File: config.mk
export PLATFORM = sky130hd
export DESIGN_NAME = vtg_top
export DESIGN_NICKNAME = d
export VERILOG_FILES = /design/src/rtl/vtg_pkg.sv /design/src/rtl/vtg_shadow.sv /design/src/rtl/vtg_counters.sv /design/src/rtl/vtg_window.sv /design/src/rtl/vtg_pixel.sv /design/src/rtl/vtg_top.sv
export SDC_FILE = /design/constraint.sdc
export NUM_CORES = 1
export LEC_CHECK = 0
export BUFFER_PORTS_ARGS = -buffer_cell sky130_fd_sc_hd__buf_4
export CORE_MARGIN = 2
export CORE_UTILIZATION = 40
export DETAILED_ROUTE_END_ITERATION = 7
export PLACE_DENSITY = 0.71
export SYNTH_ARGS = -nofsm -noshare
export SYNTH_HDL_FRONTEND = slang
export SYNTH_HIERARCHICAL = 1
export SYNTH_SLANG_ARGS = --single-unit
File: constraint.sdc
create_clock -name clk_i -period 7.3 [get_ports clk_i]
set_input_delay 0.73 -clock clk_i [delete_from_list [all_inputs] [get_ports clk_i]]
set_output_delay 0.73 -clock clk_i [all_outputs]
set_load 0.02 [all_outputs]
File: src/rtl/vtg_pkg.sv
package vtg_pkg;
  parameter int unsigned H_W   = 16;
  parameter int unsigned OFS_W = 24;

  typedef struct packed {
    logic [H_W-1:0]   h_period;
    logic [H_W-1:0]   h_pulse;
    logic [H_W-1:0]   dh_start;
    logic [H_W-1:0]   dh_end;
    logic [H_W-1:0]   ah_start;
    logic [H_W-1:0]   ah_end;
    logic [OFS_W-1:0] f_len;
    logic [OFS_W-1:0] vs_len;
    logic [OFS_W-1:0] dv_start;
    logic [OFS_W-1:0] dv_end;
    logic [OFS_W-1:0] av_start;
    logic [OFS_W-1:0] av_end;
    logic [OFS_W-1:0] fetch_pos;
    logic             ah_en;
    logic             av_en;
    logic             fetch_en;
  } vtg_timing_t;
endpackage

File: src/rtl/vtg_shadow.sv
module vtg_shadow
  import vtg_pkg::*;
(
  input  logic        clk_i,
  input  logic        rst_ni,
  input  logic        load_i,
  input  vtg_timing_t raw_i,
  output vtg_timing_t sh_o
);
  always_ff @(posedge clk_i or negedge rst_ni) begin
    if (!rst_ni)     sh_o <= '0;
    else if (load_i) sh_o <= raw_i;
  end
endmodule

File: src/rtl/vtg_counters.sv
module vtg_counters
  import vtg_pkg::*;
#(
  parameter int unsigned FCNT_W = 16
) (
  input  logic              clk_i,
  input  logic              rst_ni,
  input  logic              en_i,
  input  vtg_timing_t       sh_i,
  output logic              run_o,
  output logic              load_o,
  output logic [OFS_W-1:0]  pos_o,
  output logic [H_W-1:0]    h_o,
  output logic [H_W-1:0]    line_o,
  output logic [FCNT_W-1:0] frame_o
);
  logic frame_last, line_last;

  assign frame_last = (pos_o == sh_i.f_len - 1'b1);
  assign line_last  = (h_o == sh_i.h_period - 1'b1);
  // first clock of a frame: enable edge or wrap of the previous frame
  assign load_o     = en_i & (~run_o | frame_last);

  always_ff @(posedge clk_i or negedge rst_ni) begin
    if (!rst_ni) begin
      run_o <= 1'b0; pos_o <= '0; h_o <= '0; line_o <= '0; frame_o <= '0;
    end else if (!en_i) begin
      run_o <= 1'b0; pos_o <= '0; h_o <= '0; line_o <= '0; frame_o <= '0;
    end else if (load_o) begin
      run_o   <= 1'b1;
      pos_o   <= '0;
      h_o     <= '0;
      line_o  <= '0;
      frame_o <= frame_o + 1'b1;
    end else begin
      pos_o <= pos_o + 1'b1;
      if (line_last) begin
        h_o    <= '0;
        line_o <= line_o + 1'b1;
      end else begin
        h_o <= h_o + 1'b1;
      end
    end
  end
endmodule

File: src/rtl/vtg_window.sv
module vtg_window #(
  parameter int unsigned W = 16
) (
  input  logic [W-1:0] val_i,
  input  logic [W-1:0] lo_i,
  input  logic [W-1:0] hi_i,
  output logic         in_o
);
  assign in_o = (val_i >= lo_i) && (val_i <= hi_i);
endmodule

File: src/rtl/vtg_pixel.sv
module vtg_pixel #(
  parameter int unsigned PIX_W = 24
) (
  input  logic             den_i,
  input  logic             act_i,
  input  logic             valid_i,
  input  logic [PIX_W-1:0] data_i,
  input  logic [PIX_W-1:0] border_i,
  input  logic [PIX_W-1:0] underflow_i,
  output logic [PIX_W-1:0] pix_o
);
  always_comb begin
    if (!den_i)        pix_o = '0;
    else if (!act_i)   pix_o = border_i;
    else if (valid_i)  pix_o = data_i;
    else               pix_o = underflow_i;
  end
endmodule

File: src/rtl/vtg_top.sv
module vtg_top
  import vtg_pkg::*;
#(
  parameter int unsigned PIX_W  = 24,
  parameter int unsigned FCNT_W = 16
) (
  input  logic              clk_i,
  input  logic              rst_ni,
  input  logic              en_i,
  input  logic [31:0]       hsync_ctl_i,
  input  logic [31:0]       disp_hwin_i,
  input  logic [31:0]       act_hwin_i,
  input  logic [2:0]        ctrl_i,
  input  logic [OFS_W-1:0]  frame_len_i,
  input  logic [OFS_W-1:0]  vs_len_i,
  input  logic [OFS_W-1:0]  disp_vstart_i,
  input  logic [OFS_W-1:0]  disp_vend_i,
  input  logic [OFS_W-1:0]  act_vstart_i,
  input  logic [OFS_W-1:0]  act_vend_i,
  input  logic [OFS_W-1:0]  fetch_pos_i,
  input  logic [2:0]        polarity_i,
  input  logic [PIX_W-1:0]  border_clr_i,
  input  logic [PIX_W-1:0]  underflow_clr_i,
  input  logic [PIX_W-1:0]  pix_data_i,
  input  logic              pix_valid_i,
  output logic              pix_ready_o,
  output logic              hsync_o,
  output logic              vsync_o,
  output logic              den_o,
  output logic              act_o,
  output logic              fetch_o,
  output logic [PIX_W-1:0]  pix_o,
  output logic [FCNT_W-1:0] frame_cnt_o,
  output logic [H_W-1:0]    line_cnt_o
);
  vtg_timing_t raw_cfg, sh_cfg;
  logic run, load;
  logic [OFS_W-1:0] pos;
  logic [H_W-1:0]   hpos;
  logic dh_in, ah_in, dv_in, av_in;
  logic den_raw, act_raw;

  always_comb begin
    raw_cfg.h_period  = hsync_ctl_i[31:16];
    raw_cfg.h_pulse   = hsync_ctl_i[15:0];
    raw_cfg.dh_end    = disp_hwin_i[31:16];
    raw_cfg.dh_start  = disp_hwin_i[15:0];
    raw_cfg.ah_end    = act_hwin_i[31:16];
    raw_cfg.ah_start  = act_hwin_i[15:0];
    raw_cfg.f_len     = frame_len_i;
    raw_cfg.vs_len    = vs_len_i;
    raw_cfg.dv_start  = disp_vstart_i;
    raw_cfg.dv_end    = disp_vend_i;
    raw_cfg.av_start  = act_vstart_i;
    raw_cfg.av_end    = act_vend_i;
    raw_cfg.fetch_pos = fetch_pos_i;
    raw_cfg.ah_en     = ctrl_i[0];
    raw_cfg.av_en     = ctrl_i[1];
    raw_cfg.fetch_en  = ctrl_i[2];
  end

  vtg_shadow u_shadow (
    .clk_i(clk_i), .rst_ni(rst_ni), .load_i(load), .raw_i(raw_cfg), .sh_o(sh_cfg)
  );

  vtg_counters #(.FCNT_W(FCNT_W)) u_cnt (
    .clk_i(clk_i), .rst_ni(rst_ni), .en_i(en_i), .sh_i(sh_cfg),
    .run_o(run), .load_o(load), .pos_o(pos), .h_o(hpos),
    .line_o(line_cnt_o), .frame_o(frame_cnt_o)
  );

  vtg_window #(.W(H_W)) u_dh (
    .val_i(hpos), .lo_i(sh_cfg.dh_start), .hi_i(sh_cfg.dh_end), .in_o(dh_in));
  vtg_window #(.W(H_W)) u_ah (
    .val_i(hpos), .lo_i(sh_cfg.ah_start), .hi_i(sh_cfg.ah_end), .in_o(ah_in));
  vtg_window #(.W(OFS_W)) u_dv (
    .val_i(pos), .lo_i(sh_cfg.dv_start), .hi_i(sh_cfg.dv_end), .in_o(dv_in));
  vtg_window #(.W(OFS_W)) u_av (
    .val_i(pos), .lo_i(sh_cfg.av_start), .hi_i(sh_cfg.av_end), .in_o(av_in));

  assign den_raw = run & dv_in & dh_in;
  assign act_raw = den_raw & (~sh_cfg.ah_en | ah_in) & (~sh_cfg.av_en | av_in);

  assign hsync_o     = (run & (hpos < sh_cfg.h_pulse)) ^ polarity_i[0];
  assign vsync_o     = (run & (pos < sh_cfg.vs_len)) ^ polarity_i[1];
  assign den_o       = den_raw ^ polarity_i[2];
  assign act_o       = act_raw;
  assign pix_ready_o = act_raw;
  assign fetch_o     = run & sh_cfg.fetch_en & (pos == sh_cfg.fetch_pos);

  vtg_pixel #(.PIX_W(PIX_W)) u_pix (
    .den_i(den_raw), .act_i(act_raw), .valid_i(pix_valid_i), .data_i(pix_data_i),
    .border_i(border_clr_i), .underflow_i(underflow_clr_i), .pix_o(pix_o)
  );
endmodule

==> results of run 1 <==
==> flip-flops by register name (all words and copies together), names as in the netlist <==
register / cells
u_cnt/h_o: 16
u_cnt/frame_o: 16
u_cnt/line_o: 16
u_shadow/sh_o: 267
u_cnt/run_o: 1
u_cnt/pos_o: 24
==> final timing paths <==
kind	start	end	cells past startpoint
hold / removal	rst_ni	u_shadow/sh_o[210]	1
min in group clk_i	vs_len_i[23]	u_shadow/sh_o[146]	2
max in group asynchronous	rst_ni	u_shadow/sh_o[16]	2
setup reg to reg	u_shadow/sh_o[150]	u_shadow/sh_o[21]	9
setup / recovery	u_cnt/pos_o[0]	pix_o[21]	14
hold reg to reg	u_shadow/sh_o[124]	u_shadow/sh_o[124]	1
==> per-layer routing <==
metal / track usage / part of all wire
met1: 0.283 / 0.42
met5: 0 / 0
met3: 0.0374 / 0.058
met4: 0.0892 / 0.036
met2: 0.398 / 0.49
==> report_power, final <==
| group | switching, W | total (W) | internal [W] | leakage, nW |
|---|---|---|---|---|
| clock network | 0.000824 | 0.00201 | 0.00119 | 0.645 |
| logic | 0.000453 | 0.00106 | 0.000605 | 8.53 |
| registers | 0.000192 | 0.00230 | 0.00211 | 4.14 |
==> synthesized netlist by cell type, types with 19 or more instances <==
cell / n
dfrtp_1: 340
mux2_4: 230
inv_1: 214
ha_1: 204
a21oi_1: 103
nor2_1: 97
nand2_1: 77
xnor2_1: 67
o21ai_0: 62
xor2_1: 58
nand3_1: 48
nand4_1: 48
mux2_2: 37
mux2i_1: 36
buf_6: 28
and3_1: 25
nor4_1: 22
nor3_1: 19
==> worst register-to-register path, stage by stage (launching register included) <==
cell and delay, ns:
dfrtp_1 0.45, or4_1 0.69, or3_4 0.48, nor4b_1 0.30, a31oi_1 0.06, nor4_1 0.57, nand4_1 0.42, a21oi_4 0.71
buf_12 0.59, mux2_2 0.61
==> layout make-up <==
class | count | area [um^2] | area share
repair buffers | 422 | 3240 | 0.122
flip-flops and latches | 340 | 8510 | 0.320
diodes | 2 | 5.00 | 0.000188
well taps | 696 | 871 | 0.0328
multi-input cells | 1317 | 11800 | 0.446
inverters | 215 | 807 | 0.0304
clock buffers | 56 | 1170 | 0.0441
clock inverters | 13 | 135 | 0.00508
==> metrics by stage <==
stage	hold WS, ns	setup WS, ns
after floorplan	0.434	3.02
after detailed placement	0.492	1.87
after global placement	0.494	1.97
after CTS	0.245	1.22
final	0.194	1.24
after global routing	0.286	1.02
==> logic make-up (layout without fill, tap and decap cells) <==
kind of cell	count (synthesis)	after routing	synth area share
AND/OR/NAND/NOR	431	431	0.110
buffers and inverters	273	706	0.0594
AO/OA/AOI/OAI	254	254	0.0722
adder cells (fa/ha/maj)	204	204	0.118
XOR/XNOR	125	125	0.0507
other	0	2	0
multiplexers	303	303	0.196
flip-flops	340	340	0.394
==> results.md, run 1 <==
* Finished Cell Area at 26600 um^2
* CP Buf/Inv Count at 3
* Syn Std Cell Area at 21600 um^2
* Library cells used by synthesis at 69
* Pwr Density at 202 nW/um^2
* Max-slew headroom at 0.341
* Max Fclk at 165 MHz
* Post-layout nets at 2886
* PostCTS Resize Cnt at 0
* Clock Sink Count at 340
* Synth Register Bits at 340
* Area Growth Syn to Fin at 23.0%
* Critical path cell sequence: inv_1 -> ha_1 -> nand2b_1 -> a31oi_1 -> nor4_1 -> o21ai_0 -> a2111oi_0 -> a2bb2oi_1 -> nand3_1 -> a221oi_4 -> buf_4 -> o21ai_0 -> a21oi_1 -> buf_4
* Fillers at 4791
* Via count at 16300
* Ys flop type: dfrtp_1
* Setup crit end kind: output port
* First-pass detailed-route iteration total at 7
* Drt drc at 0
* Most frequent cells in the layout: buf_4 (416), dfrtp_1 (340), mux2_4 (230)
* Largest net degree at the start of global routing at 151
* Synth Net Count at 2480
* Initial core utilization at 0.403
* Clk slew on worst S/H paths at 0.06 ns
* Cells after Synth at 1930
* Sequential share of the synthesized area at 0.394
* Top-area cell type share of the netlist area at 0.394
* Share of cells above drive strength 1 at 0.331
* Tmin final at 6.06 ns
* Tightest Pin Transition at 0.988 ns
* Syn avg cell area at 11.2 um^2
* Flop2flop setup slack at 2.31 ns
* DP HPWL at 48200 um
* Post-CTS setup buffer count at 0
* All-Layer GR Usage at 0.229
* Final Max Slew Viols at 0
* Yosys top cell by area: dfrtp_1
* Vias in the first global route at 17000
* Worst hold path type: in2async
* Overall die width at 236 um
* CP top delay family: compound AO/OA/AOI/OAI gates
* Power Total at 0.00537 W
* CP max-delay cell: dfrtp_1
* Final hold vios at 0
* Fin Setup TNS at 0 ns
* Initial DRC Count at 952
* Port buffer count at 407
* Final RePlAce weighted congestion at 0.897
* Critical path launch point type: register
* IO Pins at 408
* Drt via density at 5.32
* CP arrival at 5.33 ns
* Worst skew pair latency at 0.57 ns
* Die H at 236 um
* Max_cap viols at 0
* Post-DRT Antenna Nets at 0
* Final setup vio count at 0
* Die ar. at 55900 um^2
* Htree depth at 2
* Total leakage power at 13.3 nW
* Status: finished clean
* Worst Path Class, Setup: reg2out
* Fin Clk Skew at 0.0254 ns
* Initial antenna violation count at 3
* Worst vdd ir at 0.149 mV
* # rows at 85
* Post-place instance area at 25300 um^2
* WL/cell at 21.3 um
* Core ar. at 53600 um^2
* First-pass GRT wire length at 98700 um
* Critical path's largest stage delay at 0.63 ns
* Root Buffer: clkbuf_16
* GRT Residual Overflow at 0
* Clock Path Buffers at 3
* CTS Buf Count at 40
* CTS tree: built
* Async S/R FF share, synth at 1.00
* Post-Route WL at 65100 um
* RSZ-0062 raised after global routing: false
* Post-CTS Hold Fix Bufs at 0
* Worst EP required at 6.57 ns
* Synth warnings at 6
* Critical path fanouts, max at 50
* Final core occ at 0.496
* Placed Instances at 2990
* Commonest non-fill, non-tap cell in the layout: buf_4
* Area contributors post-synth: dfrtp_1 (39%), mux2_4 (16%), ha_1 (12%)
* Post-synth EDFFs at 0
* Final period util at 0.831
* Non-Filler Instances at 3061
No activity file was read; power rests on OpenSTA's default activity.
==> run 2: changes to the inputs <==
Settings changed: PLACE_DENSITY 0.71 to 0.73.
Clock period 7.3 ns to 5.2 ns, I/O delays scaled along.
==> run 2 against run 1 <==
Against the previous run: sequential power grew 41%; final area increased by 0.96%; hold slack got worse by 0.021 ns; register-to-register slack got worse by 1.6 ns; cell count rose by 0.49%; critical endpoint is now pix_o[18]; critical path depth decreased by 3.
==> results.md, run 2 (synthesis gave the netlist of run 1 again) <==
* Die ar. at 55900 um^2
* Setup crit end kind: output port
* All-Layer GR Usage at 0.232
* Max_cap viols at 0
* Post-Route WL at 66100 um
* Fin Setup TNS at 0 ns
* Clock Path Buffers at 3
* CTS Buf Count at 40
* Vias in the first global route at 17200
* Placed Instances at 3002
* Critical path launch point type: register
* Total leakage power at 13.4 nW
* Critical path cell sequence: ha_1 -> nand4_2 -> nor4_2 -> nand4_1 -> or3_1 -> a2bb2oi_2 -> nand3_2 -> inv_1 -> o21ai_0 -> a21oi_1 -> buf_4
* GRT Residual Overflow at 0
* Final period util at 0.949
* Initial DRC Count at 1043
* WL/cell at 21.5 um
* IO Pins at 408
* Max-slew headroom at 0.358
* Post-DRT Antenna Nets at 0
* Hold Slack at 0.173 ns
* Worst hold start: vs_len_i[13]
* DP HPWL at 49400 um
* Post-layout nets at 2899
* Final RePlAce weighted congestion at 0.899
* Die H at 236 um
* Worst vdd ir at 0.306 mV
* Largest net degree at the start of global routing at 144
* First-pass GRT wire length at 99200 um
* Max Fclk at 203 MHz
* Reg2reg path depth at 10
* CTS tree: built
* Non-Filler Instances at 3076
* Port buffer count at 407
* Initial core utilization at 0.403
* Final Max Slew Viols at 0
* Core ar. at 53600 um^2
* Largest registers: u_shadow/sh_o x267, u_cnt/pos_o x24
* Final core occ at 0.501
* CP top delay family: simple AND/OR/NAND/NOR gates
* Tmin final at 4.93 ns
* Htree depth at 2
* Largest register FFs at 267
* Share of cells above drive strength 1 at 0.336
* Worst Hold Depth at 2
* Initial antenna violation count at 4
* Reg-to-Reg Start: u_shadow/sh_o[149]
* Drt drc at 0
* Critical path's largest stage delay at 0.61 ns
* Clock Sink Count at 340
* Worst EP required at 4.68 ns
* CP Buf/Inv Count at 2
* First-pass detailed-route iteration total at 5
* Worst hold path type: in2reg
* Overall die width at 236 um
* CP max-delay cell: dfrtp_1
* Via count at 16500
* Drt via density at 5.36
* Clk slew on worst S/H paths at 0.06 ns
* Root Buffer: clkbuf_16
* Area Growth Syn to Fin at 24.2%
* Worst Path Class, Setup: reg2out
* Fin Clk Skew at 0.0402 ns
* Final hold vios at 0
* Final setup vio count at 0
* # rows at 85
* Commonest non-fill, non-tap cell in the layout: buf_4
* Biggest register: u_shadow/sh_o
* Status: finished clean
* Worst skew pair latency at 0.58 ns
* Pwr Density at 288 nW/um^2
* Most frequent cells in the layout: buf_4 (425), dfrtp_1 (338), mux2_4 (230)
* WP depth at 11
* CP arrival at 4.41 ns
* Critical path fanouts, max at 24
* Tightest Pin Transition at 0.939 ns
* Critical path launch point: u_cnt/pos_o[20]
* Power Total at 0.00774 W
## run 2: cell count changes in the layout (fill, tap and decap cells not counted), sizes merged
cell and change:
buf +12, bufinv +4, clkinv -4, inv +2, dlygate4sd3 +1
## run 2: what timing repair did
action / CTS / global route
pin swaps: 0 / 1
gates resized for setup: 3 / 7
hold endpoints to repair: 64 / 0
cloned: 0 / 0
buffers inserted: 0 / 0
setup endpoints to repair: 10 / 24
hold buffers: 1 / 0
## run 2: path summary, 6_finish.rpt
check	end	slack (ns)
hold / removal	u_shadow/sh_o[136]	0.17
max in group asynchronous	u_cnt/pos_o[9]	3.49
setup reg to reg	u_shadow/sh_o[218]	0.76
hold reg to reg	u_shadow/sh_o[38]	0.51
setup / recovery	pix_o[18]	0.27
min in group asynchronous	u_shadow/sh_o[207]	0.49
## run 2: worst reg2reg max path, delay by kind of cell (launching register included)
family / cells / cell delay [ns]
AO/OA/AOI/OAI: 2 / 0.36
buffers and inverters: 2 / 0.71
flip-flops: 1 / 0.45
multiplexers: 1 / 0.42
AND/OR/NAND/NOR: 5 / 2.41
## run 2: layout make-up
class | count | area (um^2)
inverter | 215 | 807
tap | 696 | 871
antenna | 2 | 5.00
multi-input combinational | 1317 | 11900
sequential | 340 | 8510
clock inverter | 15 | 255
timing repair buffer | 435 | 3370
clock buffer | 56 | 1140
fill | 4738 | 26800
## run 2: layer usage
layer  vias up  track usage  wire, um
li1       7644            -         -
met1      8076        0.278     26600
met2       642        0.406     32200
met3       120       0.0497      4860
met4         4       0.0913      2370
met5         -            0        28
## run 2: where the power goes
group | switching, W | internal, W
Combinational | 0.000638 | 0.000852
Sequential | 0.000283 | 0.00296
Clock | 0.00117 | 0.00184
Total | 0.00209 | 0.00565
## run 2: stage by stage
stage | setup WS [ns] | area [um^2]
global placement | 0.507 | 25400
floorplan | 1.13 | 21600
CTS | 0.0268 | 26800
finish | 0.265 | 26800
detailed placement | 0.525 | 25400
global route | -0.0167 | 26800
